<file path="src/rtl/ifc_pkg.sv">
package ifc_pkg;
    localparam int STAT_W    = 32;
    localparam int VID_W     = 3;
    localparam int VID_LSB   = 8;
    localparam int IP_BIT    = 11;
    localparam int PE_BIT    = 12;
    localparam int IE_BIT    = 13;
    localparam int SUP0_BIT  = 14;
    localparam int SUP1_BIT  = 15;
    localparam int AUX_LSB   = 16;
    localparam int AUX_W     = 16;
    localparam int FAULT_VID = 7;

    typedef enum logic [1:0] {
        MS_IDLE      = 2'd0,
        MS_IRQ_ENTRY = 2'd1,
        MS_FLT_WAIT  = 2'd2,
        MS_FLT_ENTRY = 2'd3
    } mode_state_t;

    typedef enum logic [1:0] {
        ENT_NONE  = 2'd0,
        ENT_IRQ   = 2'd1,
        ENT_FAULT = 2'd2
    } entry_t;
endpackage

</file>
<file path="src/rtl/ifc_prio_enc.sv">
module ifc_prio_enc #(
    parameter int N = 6,
    parameter int W = 3
) (
    input  logic [N-1:0] req,
    output logic [W-1:0] code
);
    // Ripple chain: each stage overrides lower-numbered winners.
    logic [W-1:0] stage [N+1];

    assign stage[0] = '0;

    for (genvar i = 0; i < N; i++) begin : g_stage
        assign stage[i+1] = req[i] ? W'(i + 1) : stage[i];
    end

    assign code = stage[N];
endmodule

</file>
<file path="src/rtl/ifc_rise_det.sv">
module ifc_rise_det (
    input  logic clk,
    input  logic rst_n,
    input  logic sig,
    output logic rise
);
    logic sig_q;

    always_ff @(posedge clk) begin
        if (!rst_n) sig_q <= 1'b0;
        else        sig_q <= sig;
    end

    assign rise = sig & ~sig_q;
endmodule

</file>
<file path="src/rtl/ifc_mode_fsm.sv">
module ifc_mode_fsm
    import ifc_pkg::*;
(
    input  logic       clk,
    input  logic       rst_n,
    input  logic       flt_seen,
    input  logic       t1_phase,
    input  logic       int1_rise,
    input  logic       ip,
    input  logic       ie,
    output logic       take_irq,
    output logic       take_flt,
    output logic [1:0] entry_sel,
    output logic       fault_pending,
    output logic       restart_req
);
    mode_state_t state_q, state_d;
    logic        restart_q;
    logic        irq_go;

    assign irq_go = int1_rise & ip & ie;

    // State register
    always_ff @(posedge clk) begin
        if (!rst_n) state_q <= MS_IDLE;
        else        state_q <= state_d;
    end

    // Restart flag: set by a T1 fault, dropped after the fault entry cycle
    always_ff @(posedge clk) begin
        if (!rst_n)                      restart_q <= 1'b0;
        else if (flt_seen && t1_phase)   restart_q <= 1'b1;
        else if (state_q == MS_FLT_ENTRY) restart_q <= 1'b0;
    end

    // Next state and event pulses
    always_comb begin
        state_d  = state_q;
        take_irq = 1'b0;
        take_flt = 1'b0;
        unique case (state_q)
            MS_IDLE, MS_IRQ_ENTRY, MS_FLT_ENTRY: begin
                if (flt_seen) begin
                    state_d = MS_FLT_WAIT;
                end else if (irq_go) begin
                    state_d  = MS_IRQ_ENTRY;
                    take_irq = 1'b1;
                end else begin
                    state_d = MS_IDLE;
                end
            end
            MS_FLT_WAIT: begin
                if (int1_rise) begin
                    state_d  = MS_FLT_ENTRY;
                    take_flt = 1'b1;
                end
            end
            default: state_d = MS_IDLE;
        endcase
    end

    // Moore outputs
    always_comb begin
        entry_sel     = ENT_NONE;
        fault_pending = 1'b0;
        unique case (state_q)
            MS_IDLE:      entry_sel = ENT_NONE;
            MS_IRQ_ENTRY: entry_sel = ENT_IRQ;
            MS_FLT_WAIT:  fault_pending = 1'b1;
            MS_FLT_ENTRY: entry_sel = ENT_FAULT;
            default:      entry_sel = ENT_NONE;
        endcase
        restart_req = restart_q;
    end
endmodule

</file>
<file path="src/rtl/ifc_status_reg.sv">
module ifc_status_reg
    import ifc_pkg::*;
#(
    parameter int NUM_IRQ = 6
) (
    input  logic               clk,
    input  logic               rst_n,
    input  logic [NUM_IRQ-1:0] irq_req,
    input  logic               sw_we,
    input  logic [STAT_W-1:0]  sw_wdata,
    input  logic               take_irq,
    input  logic               take_flt,
    input  logic               flt_seen,
    input  logic [VID_W-1:0]   win_vid,
    output logic [NUM_IRQ-1:0] req_q,
    output logic [STAT_W-1:0]  stat_word,
    output logic               ip,
    output logic               ie,
    output logic               sup0,
    output logic               sup1
);
    logic [VID_W-1:0] vid_q;
    logic             ip_q, pe_q, ie_q, sup0_q, sup1_q;
    logic [AUX_W-1:0] aux_q;
    logic             unused_wbits;

    assign unused_wbits = ^{sw_wdata[IP_BIT], sw_wdata[VID_LSB-1:0]};

    always_ff @(posedge clk) begin
        if (!rst_n) begin
            req_q  <= '0;
            ip_q   <= 1'b0;
            vid_q  <= '0;
            pe_q   <= 1'b0;
            ie_q   <= 1'b0;
            sup0_q <= 1'b0;
            sup1_q <= 1'b0;
            aux_q  <= '0;
        end else begin
            req_q <= irq_req;
            ip_q  <= |irq_req;
            if (sw_we) begin
                vid_q  <= sw_wdata[VID_LSB +: VID_W];
                pe_q   <= sw_wdata[PE_BIT];
                ie_q   <= sw_wdata[IE_BIT];
                sup0_q <= sw_wdata[SUP0_BIT];
                sup1_q <= sw_wdata[SUP1_BIT];
                aux_q  <= sw_wdata[AUX_LSB +: AUX_W];
            end
            // Hardware events override a same-cycle software write
            if (take_irq) begin
                ie_q   <= 1'b0;
                sup1_q <= 1'b1;
                vid_q  <= win_vid;
            end
            if (take_flt) begin
                ie_q   <= 1'b0;
                sup0_q <= 1'b1;
                vid_q  <= VID_W'(FAULT_VID);
            end
            if (flt_seen) sup0_q <= 1'b1;
        end
    end

    always_comb begin
        stat_word                     = '0;
        stat_word[VID_LSB +: VID_W]   = vid_q;
        stat_word[IP_BIT]             = ip_q;
        stat_word[PE_BIT]             = pe_q;
        stat_word[IE_BIT]             = ie_q;
        stat_word[SUP0_BIT]           = sup0_q;
        stat_word[SUP1_BIT]           = sup1_q;
        stat_word[AUX_LSB +: AUX_W]   = aux_q;
    end

    assign ip   = ip_q;
    assign ie   = ie_q;
    assign sup0 = sup0_q;
    assign sup1 = sup1_q;
endmodule

</file>
<file path="src/rtl/ifc_bank_remap.sv">
module ifc_bank_remap #(
    parameter int IDX_W    = 4,
    parameter int LINK_IDX = 13
) (
    input  logic [IDX_W-1:0] idx_in,
    input  logic             sup0,
    input  logic             sup1,
    output logic [IDX_W:0]   idx_out
);
    localparam logic [IDX_W:0] ALT_A = (IDX_W+1)'(2 ** IDX_W);
    localparam logic [IDX_W:0] ALT_B = (IDX_W+1)'(2 ** IDX_W + 1);

    logic is_link;
    assign is_link = (idx_in == IDX_W'(LINK_IDX));

    always_comb begin
        if (is_link && sup0)      idx_out = ALT_A;
        else if (is_link && sup1) idx_out = ALT_B;
        else                      idx_out = {1'b0, idx_in};
    end
endmodule

</file>
<file path="src/rtl/irq_fault_ctrl.sv">
module irq_fault_ctrl
    import ifc_pkg::*;
#(
    parameter int NUM_IRQ  = 6,
    parameter int IDX_W    = 4,
    parameter int LINK_IDX = 13
) (
    input  logic               clk,
    input  logic               rst_n,
    input  logic [NUM_IRQ-1:0] irq_req,
    input  logic               fault_n,
    input  logic               t1_phase,
    input  logic               int1_stb,
    input  logic               sw_we,
    input  logic [STAT_W-1:0]  sw_wdata,
    input  logic [IDX_W-1:0]   lk_idx_in,
    output logic [STAT_W-1:0]  stat_word,
    output logic [1:0]         entry_sel,
    output logic               fault_pending,
    output logic               restart_req,
    output logic [IDX_W:0]     lk_idx_out
);
    logic               int1_rise;
    logic               flt_seen;
    logic               take_irq, take_flt;
    logic               ip, ie, sup0, sup1;
    logic [NUM_IRQ-1:0] req_q;
    logic [VID_W-1:0]   win_vid;

    assign flt_seen = ~fault_n;

    ifc_rise_det u_rise (
        .clk  (clk),
        .rst_n(rst_n),
        .sig  (int1_stb),
        .rise (int1_rise)
    );

    ifc_prio_enc #(.N(NUM_IRQ), .W(VID_W)) u_enc (
        .req (req_q),
        .code(win_vid)
    );

    ifc_mode_fsm u_fsm (
        .clk          (clk),
        .rst_n        (rst_n),
        .flt_seen     (flt_seen),
        .t1_phase     (t1_phase),
        .int1_rise    (int1_rise),
        .ip           (ip),
        .ie           (ie),
        .take_irq     (take_irq),
        .take_flt     (take_flt),
        .entry_sel    (entry_sel),
        .fault_pending(fault_pending),
        .restart_req  (restart_req)
    );

    ifc_status_reg #(.NUM_IRQ(NUM_IRQ)) u_stat (
        .clk      (clk),
        .rst_n    (rst_n),
        .irq_req  (irq_req),
        .sw_we    (sw_we),
        .sw_wdata (sw_wdata),
        .take_irq (take_irq),
        .take_flt (take_flt),
        .flt_seen (flt_seen),
        .win_vid  (win_vid),
        .req_q    (req_q),
        .stat_word(stat_word),
        .ip       (ip),
        .ie       (ie),
        .sup0     (sup0),
        .sup1     (sup1)
    );

    ifc_bank_remap #(.IDX_W(IDX_W), .LINK_IDX(LINK_IDX)) u_remap (
        .idx_in (lk_idx_in),
        .sup0   (sup0),
        .sup1   (sup1),
        .idx_out(lk_idx_out)
    );
endmodule

</file>
<file path="config.mk">
export PLATFORM = sky130hd
export DESIGN_NAME = irq_fault_ctrl
export DESIGN_NICKNAME = d
export VERILOG_FILES = /design/src/rtl/ifc_pkg.sv /design/src/rtl/ifc_prio_enc.sv /design/src/rtl/ifc_rise_det.sv /design/src/rtl/ifc_mode_fsm.sv /design/src/rtl/ifc_status_reg.sv /design/src/rtl/ifc_bank_remap.sv /design/src/rtl/irq_fault_ctrl.sv
export SDC_FILE = /design/constraint.sdc
export NUM_CORES = 1
export LEC_CHECK = 0
export BUFFER_PORTS_ARGS = -buffer_cell sky130_fd_sc_hd__clkbuf_2
export CAP_MARGIN = 0
export CELL_PAD_IN_SITES_DETAIL_PLACEMENT = 0
export CELL_PAD_IN_SITES_GLOBAL_PLACEMENT = 1
export CORE_AREA = 2 2 73 81
export DETAILED_ROUTE_END_ITERATION = 7
export DIE_AREA = 0 0 75 83
export PLACE_DENSITY = 0.78
export SLEW_MARGIN = 20
export SYNTH_ARGS = -nofsm -noshare
export SYNTH_HDL_FRONTEND = slang
export SYNTH_SLANG_ARGS = --single-unit
export TNS_END_PERCENT = 50
</file>
<file path="constraint.sdc">
create_clock -name clk -period 1.3 [get_ports clk]
set_clock_uncertainty 0.15 [all_clocks]
set_input_delay 0.065 -clock clk [delete_from_list [all_inputs] [get_ports clk]]
set_output_delay 0.065 -clock clk [all_outputs]
set_load 0.02 [all_outputs]
</file>
==> results of run 1 <==
==> through the flow <==
stage | power (mW) | cells
after detailed placement | 1.56 | 280
after global routing | 2.56 | 322
final | 2.42 | 322
after floorplan | 1.44 | 151
after global placement | 1.56 | 280
after CTS | 2.45 | 320
==> layout make-up <==
class	count	area, um2
clock buffer	7	86.3
clock inverter	1	5.00
fill	570	3110
inverter	4	18.8
multi-input combinational	93	624
sequential	34	684
tap	75	93.8
timing repair buffer	108	738
==> worst max-delay path: stages (launching register included) <==
cell and delay, ns:
dfxtp_2 0.33, o21ai_2 0.06, nor3_2 0.17, nor2b_1 0.08, buf_4 0.16
==> cell usage after synthesis (2+ instances only) <==
| cell | number | area, um2 |
|---|---|---|
| nor2_1 | 25 | 93.8 |
| dfxtp_1 | 34 | 681 |
| clkbuf_1 | 4 | 15.0 |
| mux2i_1 | 20 | 200 |
| a221oi_1 | 2 | 17.5 |
| nor2b_1 | 5 | 31.3 |
| mux2_2 | 2 | 22.5 |
| inv_1 | 4 | 15.0 |
| and2_1 | 7 | 43.8 |
| a21oi_1 | 4 | 20.0 |
| and3_1 | 2 | 12.5 |
| buf_4 | 15 | 113 |
| nand2_1 | 2 | 7.51 |
==> flip-flops by register name, summed over array words and instances (netlist names) <==
signal	count
u_stat.ie	1
u_stat.pe_q	1
u_stat.sup1	1
u_stat.sup0	1
u_fsm.restart_req	1
u_fsm.state_q	2
u_rise.sig_q	1
u_stat.vid_q	3
u_stat.aux_q	16
u_stat.ip	1
u_stat.req_q	6
==> placed cells by master, fill, tap and decap left out, types with 2 or more instances in the layout <==
cell,count
a221oi_1,2
nand2_1,2
clkbuf_2,65
nor3_2,2
buf_4,8
inv_1,3
and2_1,7
dfxtp_2,3
dfxtp_1,31
mux2_2,2
and3_1,2
o21ai_2,2
clkbuf_8,6
buf_2,2
a21oi_1,4
mux2i_1,20
nor2_1,25
dlygate4sd3_1,30
conb_1,8
nor2b_1,5
==> worst max-delay path by stage <==
stage	slack, ns	depth (start not counted)	start	to
floorplan	0.1	3	u_stat.req_q[3]$_SDFF_PN0_	u_stat.vid_q[2]$_SDFFE_PN0P_
finish	-0.008	4	u_stat.sup1$_SDFFE_PN0P_	lk_idx_out[3]
global route	-0.06	4	u_stat.sup0$_SDFFE_PN0P_	lk_idx_out[3]
global placement	0.02	3	u_stat.req_q[3]$_SDFF_PN0_	u_stat.vid_q[2]$_SDFFE_PN0P_
CTS	-0.11	4	u_stat.sup0$_SDFFE_PN0P_	lk_idx_out[3]
detailed placement	-0.02	3	u_stat.req_q[3]$_SDFF_PN0_	u_stat.vid_q[2]$_SDFFE_PN0P_
==> what timing repair did <==
| action | CTS | global route |
|---|---|---|
| resized for setup | 10 | 9 |
| pin swaps | 1 | 1 |
| hold buffers | 30 | 0 |
| endpoints found under the setup margin | 5 | 28 |
| endpoints found under the hold margin | 29 | 0 |
| setup buffers | 2 | 2 |
==> cells by family (layout without fill, tap and decap cells) <==
family                 count (synthesis)  in the layout  share of synthesized area (%)
multiplexers                          22             22                           15.7
AO/OA/AOI/OAI                         14             14                           7.60
other                                  1              8                          0.265
AND/OR/NAND/NOR                       49             49                           17.5
buffers and inverters                 24            120                           10.9
flip-flops                            34             34                           48.1
==> metal layers <==
| layer | wire (um) | GRT usage [%] | up-vias |
|---|---|---|---|
| li1 | - | - | 666 |
| met1 | 1440 | 12.0 | 592 |
| met2 | 1730 | 20.3 | 44 |
| met3 | 224 | 3.76 | 5 |
| met4 | 58 | 5.36 | 0 |
| met5 | 0 | 0 | - |
==> report_power, final <==
part,switching (mW),total [mW],leakage (nW),internal (mW)
registers,0.0340,1.14,0.283,1.11
clock network,0.363,0.790,0.0482,0.427
logic,0.247,0.491,0.786,0.244
==> impl_metrics.py, run 1 <==
metrics = {
    "status": {
        "status": "finished, violations left",
        "failed_checks": "negative hold slack, negative setup slack",
    },
    "run": {
        "cap_violations": 0,
    },
    "sta": {
        "setup_ws_ns": -0.00802,
        "fin_crit_ns": 1.31,
        "max_freq_ghz": 0.765,
        "whs_ns": -0.00399,
        "setup-tns-final_ns": -0.00802,
        "finalMaxSlewViolations": 0,
        "grt_setup_unrepaired": "yes",
        "hold_viol_final": 1,
        "period_share_pct": 101,
        "setup_violations": 1,
    },
    "die": {
        "initial_core_util_pct": 26.4,
        "ios": 89,
        "die_h_um": 83,
        "die_area_mm2": 0.00623,
        "fp-row-count": 28,
        "fp.dieW_um": 75,
        "core_area_mm2": 0.00536,
    },
    "yosys": {
        "synthesis.area_mm2": 0.00142,
        "synthCells": 144,
        "synth_warnings": 0,
        "async_flop_share_pct": 0,
        "ys_seq_elements": 34,
        "seq_area_frac_synth_pct": 48.1,
        "synth_edf_count": 0,
        "syn_area_per_cell_um2": 9.84,
        "ys_types": 31,
        "synth_ff_type": "dfxtp_1",
    },
    "finish": {
        "num_antenna_cells": 0,
        "drive_gt1_share_pct": 40.1,
        "stdcell_area_mm2": 0.00225,
        "final_util_pct": 42.0,
        "nets": 294,
        "area_growth_pct": 58.9,
    },
    "clock_tree": {
        "clock_latency_ns": 0.28,
        "clock-sinks": 34,
        "cts_buffer_depth": 2,
        "cts_buffers": 5,
        "clkTransAtPathRegs_ns": 0.07,
        "cts_tree": "built",
        "cts.htree.levels": 2,
        "root_buffer": "clkbuf_8",
    },
    "hold_path": {
        "min_path_cells": 3,
        "min_to": "u_stat.vid_q[1]$_SDFFE_PN0P_",
        "hold_class": "input port to flip-flop",
        "min_from": "sw_wdata[9]",
    },
    "placed_design": {
        "dp_slack_ns": -0.0221,
        "dp_hpwl_um": 2450,
        "placedInstanceArea_mm2": 0.00179,
        "io_buffers": 71,
        "gp_congestion": 0.683,
    },
    "critical_path": {
        "r2r_slack_ns": 0.03,
        "worstSetupPathType": "flip-flop to output pin",
        "cp-end-kind": "output pin",
        "reg2regPathDepth": 3,
        "crit_arrival_ns": 1.09,
        "start_kind": "flip-flop",
        "worstReg2RegStart": "u_stat.req_q[3]$_SDFF_PN0_",
        "required_ns": 1.09,
        "reg2reg_to": "u_stat.vid_q[2]$_SDFFE_PN0P_",
        "cp_max_fo": 3,
    },
    "routing": {
        "route.vias.total": 1307,
        "drc": 0,
        "ant_nets": 0,
        "drt_first_pass_iters": 4,
        "wirelength_um": 3450,
        "via_per_inst": 4.06,
        "drtIter0Drc": 35,
        "wl_per_cell_um": 10.7,
    },
    "pwr": {
        "peakVddDrop_v": 0.000349,
        "p_leak_nw": 1.12,
        "p_per_area_mw_per_mm2": 1080,
    },
    "grt": {
        "grt_overflow": 0,
        "antenna_found_initial": 0,
        "grt_usage_pct": 11.6,
        "first_global_vias": 1275,
        "grt_pass1_wl_um": 5520,
        "grt_max_degree": 20,
    },
}
Power figures use the tool's default switching activity.
==> run 2: changes to the inputs <==
- CAP_MARGIN: 0 -> 15
- TNS_END_PERCENT: 50 -> default
==> run 2 against run 1 <==
Against the previous run: the flow finishes with violations (negative setup slack); register-to-register slack is essentially flat; non-clock buffer count unchanged; worst setup slack better by 0.0040 ns; wire length shrank 0.26%; sequential power barely moved; critical path depth is the same; largest cell class unchanged; highest routed layer unchanged.
==> impl_metrics.py, run 2 (synthesis results as in run 1) <==
metrics = {
    "sta": {
        "setup_violations": 1,
        "period_share_pct": 100,
        "hold_viol_final": 0,
        "setup_ws_ns": -0.00399,
        "grt_setup_unrepaired": "yes",
        "max_freq_ghz": 0.767,
        "finalMaxSlewViolations": 0,
        "fin_crit_ns": 1.30,
    },
    "finish": {
        "nets": 294,
        "final_common_cell": "clkbuf_2",
        "top_regs": "u_stat.aux_q: 16 flops, u_stat.req_q: 6 flops, u_stat.vid_q: 3 flops",
        "fillCellCount": 566,
        "largest_register": "u_stat.aux_q",
        "layout_common_cells": "65 x clkbuf_2, 30 x dlygate4sd3_1, 29 x dfxtp_1",
        "drive_gt1_share_pct": 41.3,
        "area_growth_pct": 60.7,
        "num_antenna_cells": 0,
        "final_cells": 322,
        "largest_reg_flops": 16,
        "final_util_pct": 42.5,
    },
    "clock_tree": {
        "cts_buffer_depth": 2,
        "clock_latency_ns": 0.28,
        "clock-sinks": 34,
        "cts.htree.levels": 2,
        "root_buffer": "clkbuf_8",
        "clkTransAtPathRegs_ns": 0.06,
        "cts_buffers": 5,
        "cts_tree": "built",
    },
    "routing": {
        "wirelength_um": 3450,
        "via_per_inst": 4.06,
        "route.vias.total": 1307,
        "drc": 0,
        "ant_nets": 0,
        "wl_per_cell_um": 10.7,
        "drt_first_pass_iters": 4,
        "drtIter0Drc": 38,
    },
    "critical_path": {
        "worstSetupPathType": "flip-flop to output pin",
        "path_buf_inv": 1,
        "crit_arrival_ns": 1.09,
        "worstPathCellList": "o21ai_2 -> nor3_2 -> nor2b_1 -> buf_4",
        "cp-end-kind": "output pin",
        "required_ns": 1.09,
        "cp_top_family": "flip-flops",
        "critical-path-max-stage-delay_ns": 0.33,
        "cp_max_fo": 3,
        "start_kind": "flip-flop",
        "slowest_stage": "dfxtp_2",
    },
    "pwr": {
        "seq_power_share_pct": 47.0,
        "combinationalPowerShare_pct": 20.5,
        "netSwitchingPower_mw": 0.647,
        "power.share.clock_pct": 32.4,
        "switching_share_pct": 26.6,
        "internal_power_mw": 1.78,
        "p_leak_nw": 1.12,
        "p_per_area_mw_per_mm2": 1070,
        "peakVddDrop_v": 0.000352,
    },
    "placed_design": {
        "dp.cells": 280,
        "dp_hpwl_um": 2450,
        "io_buffers": 71,
        "gp_congestion": 0.683,
    },
    "status": {
        "status": "finished, violations left",
        "failed_checks": "negative setup slack",
    },
    "grt": {
        "grt_overflow": 0,
        "antenna_found_initial": 0,
        "grt_usage_pct": 11.6,
        "grt_max_degree": 20,
        "grt_pass1_wl_um": 5520,
        "first_global_vias": 1275,
    },
    "die": {
        "fp.dieW_um": 75,
        "die_h_um": 83,
        "die_area_mm2": 0.00623,
        "ios": 89,
        "initial_core_util_pct": 26.4,
        "fp-row-count": 28,
        "core_area_mm2": 0.00536,
    },
    "hold_path": {
        "hold_class": "input port to flip-flop",
    },
    "run": {
        "cap_violations": 0,
    },
}
## run 2: changes by cell type in the layout (fill, tap and decap cells not counted)
cell,previous run,this run
a221oi_2,1,2
dfxtp_2,3,5
dfxtp_1,31,29
o21ai_2,2,1
nor3_4,0,1
buf_4,8,9
o21ai_4,0,1
nor3_2,2,1
a221oi_1,2,1
buf_2,2,1
## run 2: metal layers
| layer | vias to the layer above | global-route usage, % | part of all wire [%] |
|---|---|---|---|
| met5 | - | 0 | 0 |
| met4 | 0 | 5.36 | 1.7 |
| met3 | 5 | 3.76 | 6.5 |
| met2 | 44 | 20.3 | 50 |
| met1 | 593 | 12.0 | 41 |
| li1 | 665 | - | - |
## run 2: path summary, 6_finish.rpt
path | startpoint | end | slack, ns | cells past startpoint
worst max-delay path | u_stat.sup1$_SDFFE_PN0P_ | lk_idx_out[3] | -0.004 | 4
worst min-delay path | sw_wdata[13] | u_stat.ie$_SDFFE_PP0P_ | 0.005 | 3
worst max register to register | u_stat.req_q[3]$_SDFF_PN0_ | u_stat.vid_q[2]$_SDFFE_PN0P_ | 0.03 | 3
worst min register to register | u_stat.aux_q[14]$_SDFFE_PN0P_ | u_stat.aux_q[14]$_SDFFE_PN0P_ | 0.34 | 2
## run 2: cell type report
class                   count  area [um2]  share of cell area (%)
repair buffers            108         741                    32.5
flip-flops and latches     34         687                    30.2
multi-input cells          93         644                    28.3
well taps                  75        93.8                    4.12
clock buffers               7        86.3                    3.79
inverters                   4        18.8                   0.825
clock inverters             1        5.00                   0.220
## run 2: timing repair
item / 4_1_cts / 5_1_grt
hold buffers: 30 / 0
buffers inserted: 2 / 2
gates resized for setup: 11 / 14
cloned: 0 / 0
pin swaps: 1 / 1
setup endpoints to repair: 5 / 28
hold endpoints to repair: 29 / 0
## run 2: worst reg2reg max path, cell delays in order (launching register included)
cell and delay (ns):
dfxtp_1 0.32, or3_1 0.38, o41ai_2 0.23, a21oi_1 0.07
## run 2: stage by stage
stage,power [mW],setup WS (ns),setup TNS [ns],area (um2),hold WS [ns]
3_3_place_gp,1.56,0.0167,0,1790,0.135
2_1_floorplan,1.44,0.0961,0,1450,0.00691
5_1_grt,2.57,-0.0702,-0.209,2280,0.0108
4_1_cts,2.45,-0.108,-0.277,2230,0.00145
3_5_place_dp,1.56,-0.0221,-0.0221,1790,0.141
6_report,2.43,-0.00399,-0.00399,2280,0.00499
## run 2: power groups by stage
stage               Combinational, mW  Sequential, mW  Clock (mW)
finish                          0.499            1.14       0.788
global placement                0.395            1.16           0
floorplan                       0.234            1.21           0
detailed placement              0.398            1.16           0
global route                    0.545            1.15       0.876
CTS                             0.488            1.14       0.825
==> run 3: changes to the inputs <==
- CORE_AREA: 2 2 73 81 -> 2 2 75 84
- CTS_BUF_LIST: default -> sky130_fd_sc_hd__clkbuf_16
- DIE_AREA: 0 0 75 83 -> 0 0 77 86
- GPL_TIMING_DRIVEN: default -> 0
- PLACE_DENSITY: 0.78 -> 0.74
==> run 3 against run 2 <==
Against the previous run: clock-buffer cell count is 2 lower; final area is 8.1% higher; cell count is 5.9% higher; largest cell class unchanged; register-to-register slack hardly changed; combinational power is 8.6% higher; the run now ends clean; total power is 15% higher; wire length is 9.2% higher; non-clock buffer count is 17 higher.
==> impl_metrics.py, run 3 (synthesis results as in run 1) <==
metrics = {
    "grt": {
        "grt_overflow": 0,
        "first_global_vias": 1369,
        "grt_max_degree": 11,
        "grt_pass1_wl_um": 6170,
        "grt_usage_pct": 12.0,
        "busiest_layer": "met2",
        "antenna_found_initial": 0,
        "met3_usage_pct": 3.47,
        "grtUsageMet2_pct": 21.6,
        "use_met1_pct": 12.7,
    },
    "critical_path": {
        "worstReg2RegStart": "u_rise.sig_q$_SDFF_PN0_",
        "startpoint": "u_rise.sig_q$_SDFF_PN0_",
        "cp-end-kind": "flip-flop",
        "cp_max_fo": 2,
        "worstSetupPathType": "flip-flop to flip-flop",
        "required_ns": 1.30,
        "crit_arrival_ns": 1.28,
        "start_kind": "flip-flop",
    },
    "die": {
        "fp-row-count": 29,
        "initial_core_util_pct": 24.7,
        "core_area_mm2": 0.00573,
        "die_h_um": 86,
        "ios": 89,
        "fp.dieW_um": 77,
        "die_area_mm2": 0.00662,
    },
    "sta": {
        "max-slew-margin-rel_pct": 66.6,
        "period_share_pct": 98.5,
        "grt_setup_unrepaired": "yes",
        "tightest_slew_ns": 0.501,
        "finalMaxSlewViolations": 0,
        "whs_ns": 0.00282,
        "setup_violations": 0,
        "fin_crit_ns": 1.28,
        "setup-tns-final_ns": 0,
        "hold_viol_final": 0,
        "max_freq_ghz": 0.781,
    },
    "finish": {
        "drive_gt1_share_pct": 43.6,
        "num_antenna_cells": 0,
        "top_regs": "u_stat.aux_q: 16 flops, u_stat.req_q: 6 flops, u_stat.vid_q: 3 flops",
        "final_common_cell": "clkbuf_2",
        "largest_register": "u_stat.aux_q",
        "largest_reg_flops": 16,
        "final_util_pct": 42.9,
        "nets": 311,
        "area_growth_pct": 73.8,
        "layout_common_cells": "64 x clkbuf_2, 32 x dlygate4sd3_1, 28 x dfxtp_1",
    },
    "routing": {
        "drtIter0Drc": 23,
        "wirelength_um": 3760,
        "drt_first_pass_iters": 4,
        "drc": 0,
        "route.vias.total": 1362,
        "via_per_inst": 3.99,
        "ant_nets": 0,
        "wl_per_cell_um": 11.0,
    },
    "pwr": {
        "p_per_area_mw_per_mm2": 1140,
        "p_leak_nw": 1.24,
        "p_total_mw": 2.79,
        "peakVddDrop_v": 0.000642,
    },
    "placed_design": {
        "gp_congestion": 0.676,
        "dp_hpwl_um": 2530,
        "io_buffers": 70,
    },
    "clock_tree": {
        "cts.htree.levels": 2,
        "cts_tree": "built",
        "cts_buffers": 5,
        "clock-sinks": 34,
        "cts_buffer_depth": 2,
        "clock_latency_ns": 0.27,
        "clkTransAtPathRegs_ns": 0.05,
        "root_buffer": "clkbuf_16",
    },
    "hold_path": {
        "hold_class": "input port to flip-flop",
        "min_from": "sw_wdata[8]",
    },
    "status": {
        "status": "finished, final reports clean",
    },
    "run": {
        "cap_violations": 0,
    },
}
## run 3: cell count changes in the layout (fill, tap and decap cells not counted), moves of 2 or more
cell,previous run,this run
clkbuf_1,1,4
clkbuf_16,0,5
dlygate4sd3_1,30,32
clkbuf_8,6,0
buf_4,9,21
## run 3: critical path, cell delays in order (launching register included)
cell	delay (ns)
dfxtp_2	0.31
nand4b_1	0.28
o41ai_4	0.34
a21oi_1	0.07
## run 3: cell type report
cell class | instances | area, um2
repair buffers | 105 | 718
inverters | 4 | 15.0
clock inverters | 3 | 12.5
well taps | 77 | 96.3
fillers | 588 | 3270
clock buffers | 5 | 125
plain buffers | 20 | 139
flip-flops and latches | 34 | 688
multi-input cells | 93 | 667
## run 3: stage by stage
stage / cell area, um2 / instances / setup WS, ns
floorplan: 1450 / 151 / 0.0961
global placement: 1890 / 298 / -0.0407
detailed placement: 1890 / 298 / -0.0308
CTS: 2400 / 341 / -0.0570
global route: 2460 / 341 / -0.0452
finish: 2460 / 341 / 0.0199
## run 3: what timing repair did
action | 4_1_cts | 5_1_grt
resized for setup | 9 | 20
pin swaps | 1 | 5
buffers inserted | 2 | 1
hold buffers | 33 | 0
hold endpoints to repair | 30 | 0
setup endpoints to repair | 5 | 9
## run 3: per-layer routing
layer / up-vias / routed length (um)
met1: 606 / 1530
met2: 47 / 1960
met3: 4 / 202
met5: - / 0
li1: 705 / -
met4: 0 / 65
## run 3: power breakdown
group          switching (mW)  internal, mW
Sequential             0.0357          1.11
Combinational           0.264         0.279
Clock                   0.414         0.691
Total                   0.714          2.08
## run 3: path summary, 6_finish.rpt
check,depth (start not counted),end,slack [ns]
max,3,u_stat.vid_q[2]$_SDFFE_PN0P_,0.02
max reg2reg,3,u_stat.vid_q[2]$_SDFFE_PN0P_,0.02
min,3,u_stat.vid_q[0]$_SDFFE_PN0P_,0.003
min reg2reg,2,u_stat.aux_q[15]$_SDFFE_PN0P_,0.34
